## config.mk

```make
export PLATFORM = sky130hd
export DESIGN_NAME = lfsr_dir_gen
export DESIGN_NICKNAME = d
export VERILOG_FILES = /design/src/rtl/lfsr_pat_pkg.sv /design/src/rtl/lfsr_pat_ctrl.sv /design/src/rtl/lfsr_pat_core.sv /design/src/rtl/lfsr_pat_decode.sv /design/src/rtl/lfsr_dir_gen.sv
export SDC_FILE = /design/constraint.sdc
export NUM_CORES = 1
export LEC_CHECK = 0
export BUFFER_PORTS_ARGS = -buffer_cell sky130_fd_sc_hd__buf_2
export CAP_MARGIN = 30
export CORE_AREA = 2 2 39 41
export DETAILED_ROUTE_END_ITERATION = 12
export DIE_AREA = 0 0 41 43
export PLACE_DENSITY_LB_ADDON = 0.05
export SLEW_MARGIN = 20
export SYNTH_ARGS = -nofsm -noshare
export SYNTH_HDL_FRONTEND = slang
export SYNTH_SLANG_ARGS = --single-unit
```

## constraint.sdc

```tcl
create_clock -name clk -period 1.3 [get_ports clk]
set_input_delay 0.065 -clock clk [delete_from_list [all_inputs] [get_ports clk]]
set_output_delay 0.065 -clock clk [all_outputs]
set_load 0.02 [all_outputs]
```

## src/rtl/lfsr_pat_pkg.sv

```systemverilog
package lfsr_pat_pkg;

    typedef enum logic [1:0] {
        DIR_UP    = 2'd0,
        DIR_RIGHT = 2'd1,
        DIR_LEFT  = 2'd2,
        DIR_DOWN  = 2'd3
    } dir_e;

    typedef enum logic {
        FSM_IDLE = 1'b0,
        FSM_RUN  = 1'b1
    } fsm_e;

endpackage

```

## src/rtl/lfsr_pat_ctrl.sv

```systemverilog
module lfsr_pat_ctrl
    import lfsr_pat_pkg::*;
(
    input  logic clk,
    input  logic rst_n,
    input  logic load,
    input  logic next,
    output logic load_en,
    output logic adv_en
);

    fsm_e st_q;
    fsm_e st_d;

    // next-state logic
    always_comb begin
        st_d = st_q;
        unique case (st_q)
            FSM_IDLE: if (load) st_d = FSM_RUN;
            FSM_RUN:  st_d = FSM_RUN;
            default:  st_d = FSM_IDLE;
        endcase
    end

    // state register
    always_ff @(posedge clk or negedge rst_n) begin
        if (!rst_n) st_q <= FSM_IDLE;
        else        st_q <= st_d;
    end

    // outputs
    always_comb begin
        load_en = 1'b0;
        adv_en  = 1'b0;
        unique case (st_q)
            FSM_IDLE: load_en = load;
            FSM_RUN: begin
                load_en = load;
                adv_en  = next && !load;
            end
            default: ;
        endcase
    end

    AST_IDLE_NEEDS_LOAD: assert property (@(posedge clk) disable iff (!rst_n)
        (st_q == FSM_IDLE && !load) |=> (st_q == FSM_IDLE));

    AST_LOAD_PRIORITY: assert property (@(posedge clk) disable iff (!rst_n)
        load |-> !adv_en);

endmodule

```

## src/rtl/lfsr_pat_core.sv

```systemverilog
module lfsr_pat_core #(
    parameter int         W        = 8,
    parameter logic [W-1:0] TAP_MASK = 8'b0001_1101,
    parameter int         STEPS    = 2,
    parameter logic [W-1:0] SAFE_VAL = 8'h01
) (
    input  logic         clk,
    input  logic         rst_n,
    input  logic         load_en,
    input  logic         adv_en,
    input  logic [W-1:0] seed,
    output logic [W-1:0] q
);

    localparam int LAST = STEPS;

    logic [LAST:0][W-1:0] chain;
    logic [W-1:0]         load_val;

    assign chain[0] = q;

    genvar i;
    generate
        for (i = 0; i < STEPS; i++) begin : g_shift
            assign chain[i+1] = {^(chain[i] & TAP_MASK), chain[i][W-1:1]};
        end
    endgenerate

    assign load_val = (seed == '0) ? SAFE_VAL : seed;

    always_ff @(posedge clk or negedge rst_n) begin
        if (!rst_n)       q <= SAFE_VAL;
        else if (load_en) q <= load_val;
        else if (adv_en)  q <= chain[LAST];
    end

    AST_NEVER_ZERO: assert property (@(posedge clk) disable iff (!rst_n)
        q != '0);

    AST_LOAD_SEED: assert property (@(posedge clk) disable iff (!rst_n)
        (load_en && seed != '0) |=> (q == $past(seed)));

    AST_ZERO_SEED: assert property (@(posedge clk) disable iff (!rst_n)
        (load_en && seed == '0) |=> (q == SAFE_VAL));

    AST_ADV_SHIFT: assert property (@(posedge clk) disable iff (!rst_n)
        (adv_en && !load_en) |=> (q[W-STEPS-1:0] == $past(q[W-1:STEPS])));

    AST_HOLD: assert property (@(posedge clk) disable iff (!rst_n)
        (!load_en && !adv_en) |=> $stable(q));

endmodule

```

## src/rtl/lfsr_pat_decode.sv

```systemverilog
module lfsr_pat_decode
    import lfsr_pat_pkg::*;
#(
    parameter int NDIR = 4
) (
    input  logic            clk,
    input  logic            rst_n,
    input  logic [1:0]      code,
    output logic [NDIR-1:0] dir
);

    dir_e cur;
    assign cur = dir_e'(code);

    genvar k;
    generate
        for (k = 0; k < NDIR; k++) begin : g_dec
            assign dir[k] = (cur == dir_e'(k));
        end
    endgenerate

    AST_DIR_ONEHOT: assert property (@(posedge clk) disable iff (!rst_n)
        $countones(dir) == 1);

    AST_DIR_MATCH: assert property (@(posedge clk) disable iff (!rst_n)
        dir[code] == 1'b1);

endmodule

```

## src/rtl/lfsr_dir_gen.sv

```systemverilog
module lfsr_dir_gen #(
    parameter int W = 8
) (
    input  logic         clk,
    input  logic         rst_n,
    input  logic [W-1:0] seed,
    input  logic         load,
    input  logic         next,
    output logic [1:0]   code,
    output logic [3:0]   dir
);

    logic         load_en;
    logic         adv_en;
    logic [W-1:0] q;

    lfsr_pat_ctrl u_ctrl (
        .clk     (clk),
        .rst_n   (rst_n),
        .load    (load),
        .next    (next),
        .load_en (load_en),
        .adv_en  (adv_en)
    );

    lfsr_pat_core #(.W(W)) u_core (
        .clk     (clk),
        .rst_n   (rst_n),
        .load_en (load_en),
        .adv_en  (adv_en),
        .seed    (seed),
        .q       (q)
    );

    assign code = q[1:0];

    lfsr_pat_decode #(.NDIR(4)) u_dec (
        .clk   (clk),
        .rst_n (rst_n),
        .code  (code),
        .dir   (dir)
    );

    AST_LOAD_WINS: assert property (@(posedge clk) disable iff (!rst_n)
        (load && next && seed != '0) |=> (q == $past(seed)));

endmodule

```

==> metrics.md <==
| Metric | Value |
|---|---|
| Run status | `finished clean` |
| Vias in the first global route | `395` |
| Share of cells above drive strength 1 | `36.62%` |
| First DRT Iteration DRCs | `12` |
| IO Count | `18` |
| DP Area | `596.8 sq um` |
| Worst setup path start | `u_core.q[0]` |
| Final #Nets | `84` |
| Crit. End Element | `flip-flop` |
| Core ar. | `1384 sq um` |
| Max Fanout on Critical Path | `6` |
| Final setup skew | `5.926 ps` |
| Antenna violation net count after detailed routing | `0` |
| Die width | `41 microns` |
| Netlist cell types | `23` |
| Area Overhead vs Synth | `22.97%` |
| Critical Path End | `u_core.q[6]` |
| Worst skew pair latency | `approximately 260 ps` |
| Number of synthesized flops with an enable pin | `0` |
| Final slew viol count | `0` |
| Clock sink count | `9` |
| Post-Syn Nets | `64` |
| YS warnings | `0` |
| Seq/Total Area, Yosys | `43.30%` |
| CP Launch Type | `flip-flop` |
| Row cnt | `14` |
| Max layer used | `met4` |
| # DRC | `0` |
| R2R setup slack | `140 ps` |
| DP Wirelength | `roughly 750 microns` |
| CTS tree | `done` |
| Max-cap violations | `0` |
| Pre-CTS setup slack | `235.8 ps` |
| Final WS setup | `roughly 140 ps` |
| Die area | `1763 sq um` |
| Met1 Wirelength | `501 microns` |
| Met2 wire len | `383 microns` |
| Design area | `643.1 sq um` |
| CP Class | `flip-flop to flip-flop` |
| Worst-Margin Slew | `a little under 400 ps` |
| Average size of a mapped cell | `between 10 and 15 sq um` |
| Die Height | `43 microns` |
| Final core utilization | `46.47%` |
| Antenna violations before repair | `0` |
| Worst-path clk slew | `60 ps` |
| Starting Density | `a little under two fifths` |
| Clk root buf | `clkbuf_4` |
| Reg2reg path depth | `4` |
| Final GP Congestion | `0.7233` |
| Via/cell ratio | `5.092` |
| Critical Path RT | `1430 ps` |
| Post-Route WL | `~1000 microns` |
| Post-synth ARST share | `100.0%` |
| Routed WL per cell | `about 11 microns` |
| Worst r2r dst | `u_core.q[6]` |
| Port bufs | `17` |
| Fin crit period | `1165 ps` |
| Setup TNS | `0 ps` |
| # fillers | `149` |
| Total GRT Usage | `14.01%` |
| RSZ-0062 raised after global routing | `false` |
| Pleak | `0.0002996 uW` |
| Fin. Hold Viols | `0` |
| Total grt overflow | `0` |
| TritonRoute pass-1 iters | `4` |
| R2r startpoint | `u_core.q[0]` |
| Routed wl met3 | `95 microns` |
| First-pass GRT wire length | `approximately 1.6 mm` |
| Worst Path Arrival | `1300 ps` |
| Gate count after technology mapping | `52` |
| VDD IR-drop max | `576.2 uV` |
| Fin crit share | `89.60%` |
| Normalized max-slew margin | `74.15%` |
| Largest net degree at the start of global routing | `19` |
| CTS buffer count | `3` |
| Vias | `~440` |
| Syn Std Cell Area | `523.0 sq um` |
| Inserted Diodes | `0` |
| Ys flop type | `dfrtp_1` |
| Hold Crit Class | `input port to flip-flop` |
| Yosys reg bits | `9` |
| Max frequency | `roughly 0.86 GHz` |
| Final setup viols | `0` |
| Max Root-Sink Buffers | `2` |
| H-tree depth | `1` |
| Cell Pwr Density | `1187 nW/um^2` |
## state kept, by name, summed over array words and instances, names as in the netlist
| signal | flops |
|---|---|
| u_core.q | 8 |
| u_ctrl.st_q | 1 |
## synth_stat cells (2+ instances only)
cell | number | share of area, %
a21oi_1 | 2 | 1.9
a22oi_1 | 2 | 2.9
buf_4 | 2 | 2.9
dfrtp_1 | 8 | 38
mux2i_1 | 5 | 9.6
nand2_1 | 5 | 3.6
nor2b_1 | 4 | 4.8
o21ai_0 | 5 | 4.8
o21ai_1 | 2 | 1.9
xnor2_1 | 4 | 6.7
## worst min-delay path by stage
stage | cells past startpoint | end | from
6_report | 3 | u_core.q[5] | seed[5]
5_1_grt | 3 | u_core.q[1] | seed[1]
4_1_cts | 3 | u_core.q[5] | seed[5]
3_5_place_dp | 1 | u_core.q[6] | rst_n
3_3_place_gp | 1 | u_core.q[6] | rst_n
2_1_floorplan | 0 | u_core.q[1] | rst_n
## layer usage
metal / up-vias / global-route usage, %
met5: - / 0
met1: 199 / 20.33
met4: 0 / 8.000
met2: 23 / 18.44
met3: 4 / 3.141
li1: 217 / -
## metrics by stage
stage          power [uW]  hold slack [ps]  std cells
2_1_floorplan       498.9           -230.6         52
3_3_place_gp        551.6           -64.88         81
3_5_place_dp        550.3           -68.90         81
4_1_cts             772.1            22.55         86
5_1_grt             824.1            51.84         87
6_report            763.5            27.28         87
## cell usage in the layout, fill, tap and decap left out, drive strengths merged
cell / netlist / routed
buf: 4 / 18
dfrtp: 8 / 8
o21ai: 7 / 7
nand2: 6 / 6
mux2i: 5 / 5
xnor2: 5 / 5
nor2b: 4 / 4
clkbuf: 0 / 4
a22oi: 2 / 2
a21oi: 2 / 2
or2: 2 / 2
nor2: 1 / 1
and2: 1 / 1
nor4: 1 / 1
nor3: 1 / 1
and3: 1 / 1
a211oi: 1 / 1
dlygate4sd3: 0 / 1
dfstp: 1 / 1
## logic make-up after synthesis
logic type	synth area share (%)
flip-flops	43.30
buffers and inverters	5.979
multiplexers	9.570
XOR/XNOR	9.809
AO/OA/AOI/OAI	12.92
AND/OR/NAND/NOR	18.42
## where the power goes
group	internal [uW]	switching (uW)
sequential	314	30.1
combinational	105	104
clock	118	92.4
total	537	226
## timing repair
| item | 4_1_cts | 5_1_grt |
|---|---|---|
| gates resized for setup | 0 | 1 |
| endpoints found under the hold margin | 9 | 0 |
| hold buffers | 1 | 0 |
| setup endpoints to repair | 0 | 1 |
| buffers inserted | 0 | 1 |
## critical path, cell delays in order (launching register included)
cell	delay, ps
dfstp_2	560
buf_4	120
xnor2_1	130
xnor2_1	140
o21ai_1	80
## area by class of cell
class | instances | area (sq um) | area share, %
repair buffers | 19 | 105.1 | 16.34
clock buffers | 4 | 26.28 | 4.086
well taps | 16 | 20.02 | 3.113
flip-flops and latches | 9 | 226.5 | 35.21
multi-input cells | 39 | 265.3 | 41.25
(Power assumes the default switching activity.)
